==> src/rtl/seg_xlat_pkg.sv <==
package seg_xlat_pkg;

    localparam int ADDR_W  = 32;
    localparam int LIM_W   = 20;
    localparam int PG_SH   = 12;
    localparam int REAL_W  = 20;
    localparam int HALF_W  = 16;

    typedef struct packed {
        logic [ADDR_W-1:0] base;
        logic [LIM_W-1:0]  limit;
        logic              gran;
        logic              big;
        logic              present;
        logic [1:0]        dpl;
    } seg_desc_t;

    typedef enum logic [2:0] {
        FLT_NONE        = 3'd0,
        FLT_NOT_PRESENT = 3'd1,
        FLT_PRIV        = 3'd2,
        FLT_LIMIT       = 3'd3,
        FLT_BAD_SLOT    = 3'd4
    } seg_fault_e;

    typedef struct packed {
        logic [ADDR_W-1:0] addr;
        seg_fault_e        fault;
    } xlat_res_t;

    // Highest offset a descriptor accepts.
    function automatic logic [ADDR_W-1:0] eff_limit(input seg_desc_t d);
        logic [ADDR_W-1:0] lim;
        lim = d.gran ? {d.limit, {PG_SH{1'b1}}} : {{(ADDR_W-LIM_W){1'b0}}, d.limit};
        if (!d.big && lim > {{(ADDR_W-HALF_W){1'b0}}, {HALF_W{1'b1}}})
            lim = {{(ADDR_W-HALF_W){1'b0}}, {HALF_W{1'b1}}};
        return lim;
    endfunction

    // Real-mode shift-and-add, wrapping at 20 bits.
    function automatic logic [ADDR_W-1:0] real_addr(input logic [HALF_W-1:0] seg,
                                                   input logic [HALF_W-1:0] off);
        logic [REAL_W-1:0] sum;
        sum = {seg, 4'h0} + {{(REAL_W-HALF_W){1'b0}}, off};
        return {{(ADDR_W-REAL_W){1'b0}}, sum};
    endfunction

    function automatic logic [1:0] max_pl(input logic [1:0] a, input logic [1:0] b);
        return (a > b) ? a : b;
    endfunction

endpackage

==> src/rtl/seg_desc_bank.sv <==
module seg_desc_bank
    import seg_xlat_pkg::*;
#(
    parameter int NUM_SLOTS = 6,
    parameter int SLOT_W    = 3
) (
    input  logic              clk,
    input  logic              rst,
    input  logic              wr_en,
    input  logic [SLOT_W-1:0] wr_slot,
    input  seg_desc_t         wr_desc,
    input  logic [SLOT_W-1:0] rd_slot,
    output seg_desc_t         rd_desc,
    output logic              rd_hit
);

    seg_desc_t slot_q [NUM_SLOTS];

    for (genvar i = 0; i < NUM_SLOTS; i++) begin : g_slot
        always_ff @(posedge clk) begin
            if (rst)
                slot_q[i] <= '0;
            else if (wr_en && wr_slot == SLOT_W'(i))
                slot_q[i] <= wr_desc;
        end


        desc_write_chk: assert property (@(posedge clk) disable iff (rst)
            (wr_en && wr_slot == SLOT_W'(i)) |=> (slot_q[i] == $past(wr_desc)));


        desc_hold_chk: assert property (@(posedge clk) disable iff (rst)
            !(wr_en && wr_slot == SLOT_W'(i)) |=> $stable(slot_q[i]));
    end

    always_comb begin
        rd_desc = '0;
        rd_hit  = 1'b0;
        for (int i = 0; i < NUM_SLOTS; i++) begin
            if (rd_slot == SLOT_W'(i)) begin
                rd_desc = slot_q[i];
                rd_hit  = 1'b1;
            end
        end
    end

endmodule

==> src/rtl/seg_check.sv <==
module seg_check
    import seg_xlat_pkg::*;
(
    input  logic              prot_mode,
    input  logic              slot_hit,
    input  seg_desc_t         desc,
    input  logic [ADDR_W-1:0] offset,
    input  logic [1:0]        rpl,
    input  logic [1:0]        cpl,
    input  logic [HALF_W-1:0] real_seg,
    output xlat_res_t         res
);

    logic [ADDR_W-1:0] lim;
    logic [1:0]        eff_pl;

    always_comb begin
        lim    = eff_limit(desc);
        eff_pl = max_pl(cpl, rpl);
        res    = '{addr: '0, fault: FLT_NONE};
        if (!prot_mode)
            res.addr = real_addr(real_seg, offset[HALF_W-1:0]);
        else if (!slot_hit)
            res.fault = FLT_BAD_SLOT;
        else if (!desc.present)
            res.fault = FLT_NOT_PRESENT;
        else if (eff_pl > desc.dpl)
            res.fault = FLT_PRIV;
        else if (offset > lim)
            res.fault = FLT_LIMIT;
        else
            res.addr = desc.base + offset;
    end

    always_comb begin

        real_nofault_chk: assert (prot_mode || res.fault == FLT_NONE);

        real_width_chk: assert (prot_mode || res.addr[ADDR_W-1:REAL_W] == '0);

        narrow_bound_chk: assert (!(prot_mode && slot_hit && !desc.big && res.fault == FLT_NONE)
                                  || offset[ADDR_W-1:HALF_W] == '0);

        priv_ok_chk: assert (!(prot_mode && res.fault == FLT_NONE) || !(cpl > desc.dpl) && !(rpl > desc.dpl));
    end

endmodule

==> src/rtl/seg_xlat_unit.sv <==
module seg_xlat_unit
    import seg_xlat_pkg::*;
#(
    parameter int NUM_SLOTS = 6,
    parameter int SLOT_W    = $clog2(NUM_SLOTS)
) (
    input  logic              clk,
    input  logic              rst,
    input  logic              prot_mode,
    input  logic              wr_en,
    input  logic [SLOT_W-1:0] wr_slot,
    input  logic [31:0]       wr_base,
    input  logic [19:0]       wr_limit,
    input  logic              wr_gran,
    input  logic              wr_big,
    input  logic              wr_present,
    input  logic [1:0]        wr_dpl,
    input  logic              req_valid,
    input  logic [SLOT_W-1:0] req_slot,
    input  logic [31:0]       req_offset,
    input  logic [1:0]        req_rpl,
    input  logic [1:0]        cur_pl,
    input  logic [15:0]       real_seg,
    output logic              out_valid,
    output logic [31:0]       out_addr,
    output logic [2:0]        out_fault
);

    seg_desc_t wr_desc;
    seg_desc_t rd_desc;
    logic      rd_hit;
    xlat_res_t res_d;
    xlat_res_t res_q;
    logic      valid_q;

    assign wr_desc = '{base: wr_base, limit: wr_limit, gran: wr_gran,
                       big: wr_big, present: wr_present, dpl: wr_dpl};

    seg_desc_bank #(.NUM_SLOTS(NUM_SLOTS), .SLOT_W(SLOT_W)) i_bank (
        .clk     (clk),
        .rst     (rst),
        .wr_en   (wr_en),
        .wr_slot (wr_slot),
        .wr_desc (wr_desc),
        .rd_slot (req_slot),
        .rd_desc (rd_desc),
        .rd_hit  (rd_hit)
    );

    seg_check i_check (
        .prot_mode (prot_mode),
        .slot_hit  (rd_hit),
        .desc      (rd_desc),
        .offset    (req_offset),
        .rpl       (req_rpl),
        .cpl       (cur_pl),
        .real_seg  (real_seg),
        .res       (res_d)
    );

    always_ff @(posedge clk) begin
        if (rst) begin
            valid_q <= 1'b0;
            res_q   <= '0;
        end else begin
            valid_q <= req_valid;
            res_q   <= req_valid ? res_d : '0;
        end
    end

    assign out_valid = valid_q;
    assign out_addr  = res_q.addr;
    assign out_fault = res_q.fault;


    fault_zero_addr_chk: assert property (@(posedge clk) disable iff (rst)
        (out_fault != 3'd0) |-> (out_addr == '0));


    latency_chk: assert property (@(posedge clk) disable iff (rst)
        req_valid |=> out_valid);


    idle_clear_chk: assert property (@(posedge clk) disable iff (rst)
        !req_valid |=> (!out_valid && out_addr == '0 && out_fault == 3'd0));


    bad_slot_chk: assert property (@(posedge clk) disable iff (rst)
        (req_valid && prot_mode && int'(req_slot) >= NUM_SLOTS) |=> (out_fault == 3'd4));

endmodule

==> config.mk <==
export PLATFORM = sky130hd
export DESIGN_NAME = seg_xlat_unit
export DESIGN_NICKNAME = d
export VERILOG_FILES = /design/src/rtl/seg_xlat_pkg.sv /design/src/rtl/seg_desc_bank.sv /design/src/rtl/seg_check.sv /design/src/rtl/seg_xlat_unit.sv
export SDC_FILE = /design/constraint.sdc
export NUM_CORES = 1
export LEC_CHECK = 0
export BUFFER_PORTS_ARGS = -buffer_cell sky130_fd_sc_hd__buf_4
export CAP_MARGIN = 5
export CORE_MARGIN = 2
export CORE_UTILIZATION = 45
export CTS_BUF_LIST = sky130_fd_sc_hd__clkbuf_16
export DETAILED_ROUTE_END_ITERATION = 6
export HOLD_SLACK_MARGIN = 0.12
export MAX_ROUTING_LAYER = met4
export PLACE_DENSITY = 0.64
export SETUP_SLACK_MARGIN = 0.2
export SYNTH_ARGS = -nofsm -noshare
export SYNTH_HDL_FRONTEND = slang
export SYNTH_SLANG_ARGS = --single-unit
==> constraint.sdc <==
create_clock -name clk -period 13.5 [get_ports clk]
set_clock_uncertainty 0.1 [all_clocks]
set_input_delay 3.375 -clock clk [delete_from_list [all_inputs] [get_ports clk]]
set_output_delay 3.375 -clock clk [all_outputs]
set_load 0.02 [all_outputs]
==> results.txt <==
Mean Syn Cell Area: 12.15 sq um
# hold bufs at CTS: 0
Fin Hold WS: 0.7137 ns
GRT busiest layer: met2
initial antenna violation count: 0
pwr dens: 126.5 mW/mm^2
DIE WIDTH: 213.2 um
Setup Buffers After CTS: 0
average vias per placed instance: 5.572
Util after Layout: 52.62%
HP Start: i_bank.slot_q[2][2]$_SDFFCE_PN0P_
placed insts: 2,296
met1 Use GR: 31.83%
Mapped Nets: 1,823
clk sinks: 378
FMAX: 107.5 MHz
Crit path top cell by count: buf_4
Max-Cap Viols: 0
result of the run: finished, final reports clean
post-synthesis cell count: 1,621
WP data required: 13.90 ns
post-CTS sizing: 0
Vias: 13,199
Setup crit start kind: input port
fin. max-slew vios: 0
port bufs: 155
nets: 1,956
Max stage delay on crit path: 0.90 ns
Most used DFF post-synth: edfxtp_1
Critical Path Slowest Stage Cell: nand3_1
Chip Height: 213.2 um
filler cell count: 3,758
yosys warns: 0
DRT iter0 DRCs: 1,181
Tightest Hold Check Type: reg2reg
clock insertion delay at the later pin of the skew report: 0.58 ns
Unique masters post-synth: 63
Final ANT Viol Nets: 0
area of the multi-input gates: 0.008284 sq mm
Static Leak: 0.008827 uW
Hold Path Depth: 4
flops & latches, synth: 378
Worst setup EP type: flop
drt wl/cell: 22.51 um
sequential-to-total area share from yosys stat: 55.80%
cells on worst reg2reg path: 16
most frequent cells in the layout: and2_1 (347), edfxtp_1 (342), buf_4 (173)
clock transition at the registers of the reported paths: 0.06 ns
crit-path max FO: 44
minimum clock period: 9.299 ns
Inserted Clock Buffers: 41
Seq. cell area: 0.01099 sq mm
Initial DRT Pass Iterations: 5
Area growth, synth to finish: 15.33%
grt total ovfl: 0
ys async rst share: 0%
fraction of layout cells with a size suffix above 1: 17.21%
DP Wirelength: 33,630 um
met3 usage: 3.162%
Syn Std Cell Area: 0.01970 sq mm
Area contributors post-synth: edfxtp_1 (52%), and2_1 (11%), mux4_2 (5.4%)
total power: 2873 uW
clock tree from TritonCTS: yes
largest net degree at the start of global routing: 58
Slew headroom: 17.79%
H-tree lvl count: 2
vias in the first global route: 13,214
placer congestion estimate: 0.9384
drt total wl: 53,320 um
peak supply drop: 0.07567 mV
Reg-to-Reg Start: i_bank.slot_q[1][71]$_SDFFCE_PN0P_
setup TNS: 0 ns
GRT met2 Usage: 40.31%
WP data arrival: 9.69 ns
EDFF count, synth: 342
standard-cell row count: 76
Synth top area share: 52.14%
drt drc: 0
clk root buf: clkbuf_16
Cell Chain, Critical Path: buf_4 > buf_4 > nand2b_1 > buf_4 > o22ai_1 > nand2_1 > mux2_2 > a31oi_1 > or2_2 > nor2_1 > ha_1 > and4_1 > nand2_1 > nor4_1 > nor3_1 > a21oi_1 > nand3_1 > a2111oi_0 > o21bai_1
Core Region: 0.04317 sq mm
kind of critical path: in2reg
final worst-path cycle share: 68.88%
leading cell type in the layout, fill and taps excluded: and2_1
Tot GR Track Use: 24.49%
Starting Density: 45.62%
Antenna Cells: 0
Final Hold Viols: 0
first-pass GRT wire length: 79,760 um
Die ar.: 0.04546 sq mm
boundary pin count: 156
RSZ-0062 raised after global routing: false
final setup vio count: 0
Clock Path Buffers: 3
Synth area leader: edfxtp_1
Non-Filler Instances: 2,369
Worst Setup SP: req_slot[1]
measured slew at the worst slew-check pin: 1.230 ns
-- Yosys cell counts, drive strengths merged (4+ instances only) --
library cell	number
o21a	8
or2	4
a31oi	7
o211ai	7
ha	80
o221ai	7
clkbuf	57
o21bai	9
mux2	10
or3	5
dfxtp	36
inv	31
mux4	47
a211oi	14
mux2i	58
edfxtp	342
nand4	4
nor4	4
xnor2	18
a21oi	53
xor2	13
a31o	4
nand2	123
a21o	23
nor2	57
nand3	22
a22oi	12
nor3	22
buf	27
and2	347
and3	4
o22ai	16
o21ai	79
nand2b	16
nor2b	16
-- final timing paths --
path / endpoint / slack [ns]
max: out_addr[29]$_SDFF_PP0_ / 4.20
min: out_fault[0]$_SDFF_PP0_ / 0.71
max reg2reg: out_addr[29]$_SDFF_PP0_ / 7.92
min reg2reg: out_fault[0]$_SDFF_PP0_ / 0.71
-- routing by layer --
layer	routed length, um	up-vias
li1	-	6194
met1	23160	6548
met2	26040	395
met3	2911	62
met4	1209	0
met5	0	-
-- worst max-delay path: cells and delay by family --
kind                     cells  cell delay [ns]
adder cells (fa/ha/maj)      1             0.33
multiplexers                 1             0.41
AO/OA/AOI/OAI                5             1.43
AND/OR/NAND/NOR              9             2.69
buffers and inverters        3             1.36
-- flip-flops by register name, summed over array words and instances, names as in the netlist --
name,flops
i_bank.slot_q,342
out_addr,32
out_fault,3
out_valid,1
-- where the power goes --
group	switching (uW)	internal, uW
clock network	469	614
logic	252	169
registers	19.2	1350
total	740	2130
-- logic make-up (layout without fill, tap and decap cells) --
| logic type | Yosys count | after routing | synth area share, % |
|---|---|---|---|
| multiplexers | 115 | 115 | 8.893 |
| AO/OA/AOI/OAI | 265 | 265 | 8.551 |
| AND/OR/NAND/NOR | 635 | 635 | 17.72 |
| adder cells (fa/ha/maj) | 82 | 82 | 5.285 |
| flip-flops | 378 | 378 | 55.80 |
| XOR/XNOR | 31 | 31 | 1.378 |
| buffers and inverters | 115 | 278 | 2.376 |
-- stage by stage --
stage | instance area, sq um | setup slack [ns]
final | 22720 | 4.201
after global routing | 22720 | 3.784
after CTS | 22720 | 4.303
after detailed placement | 21430 | 3.711
after global placement | 21430 | 3.947
after floorplan | 19700 | 5.833
-- area by class of cell --
class,instances,share of cell area [%]
Timing Repair Buffer,174,5.767
Sequential cell,378,48.38
Inverter,31,0.5122
Clock buffer,41,4.516
Multi-Input combinational cell,1128,36.47
Clock inverter,32,1.135
Tap cell,585,3.222
(Power assumes the default switching activity.)
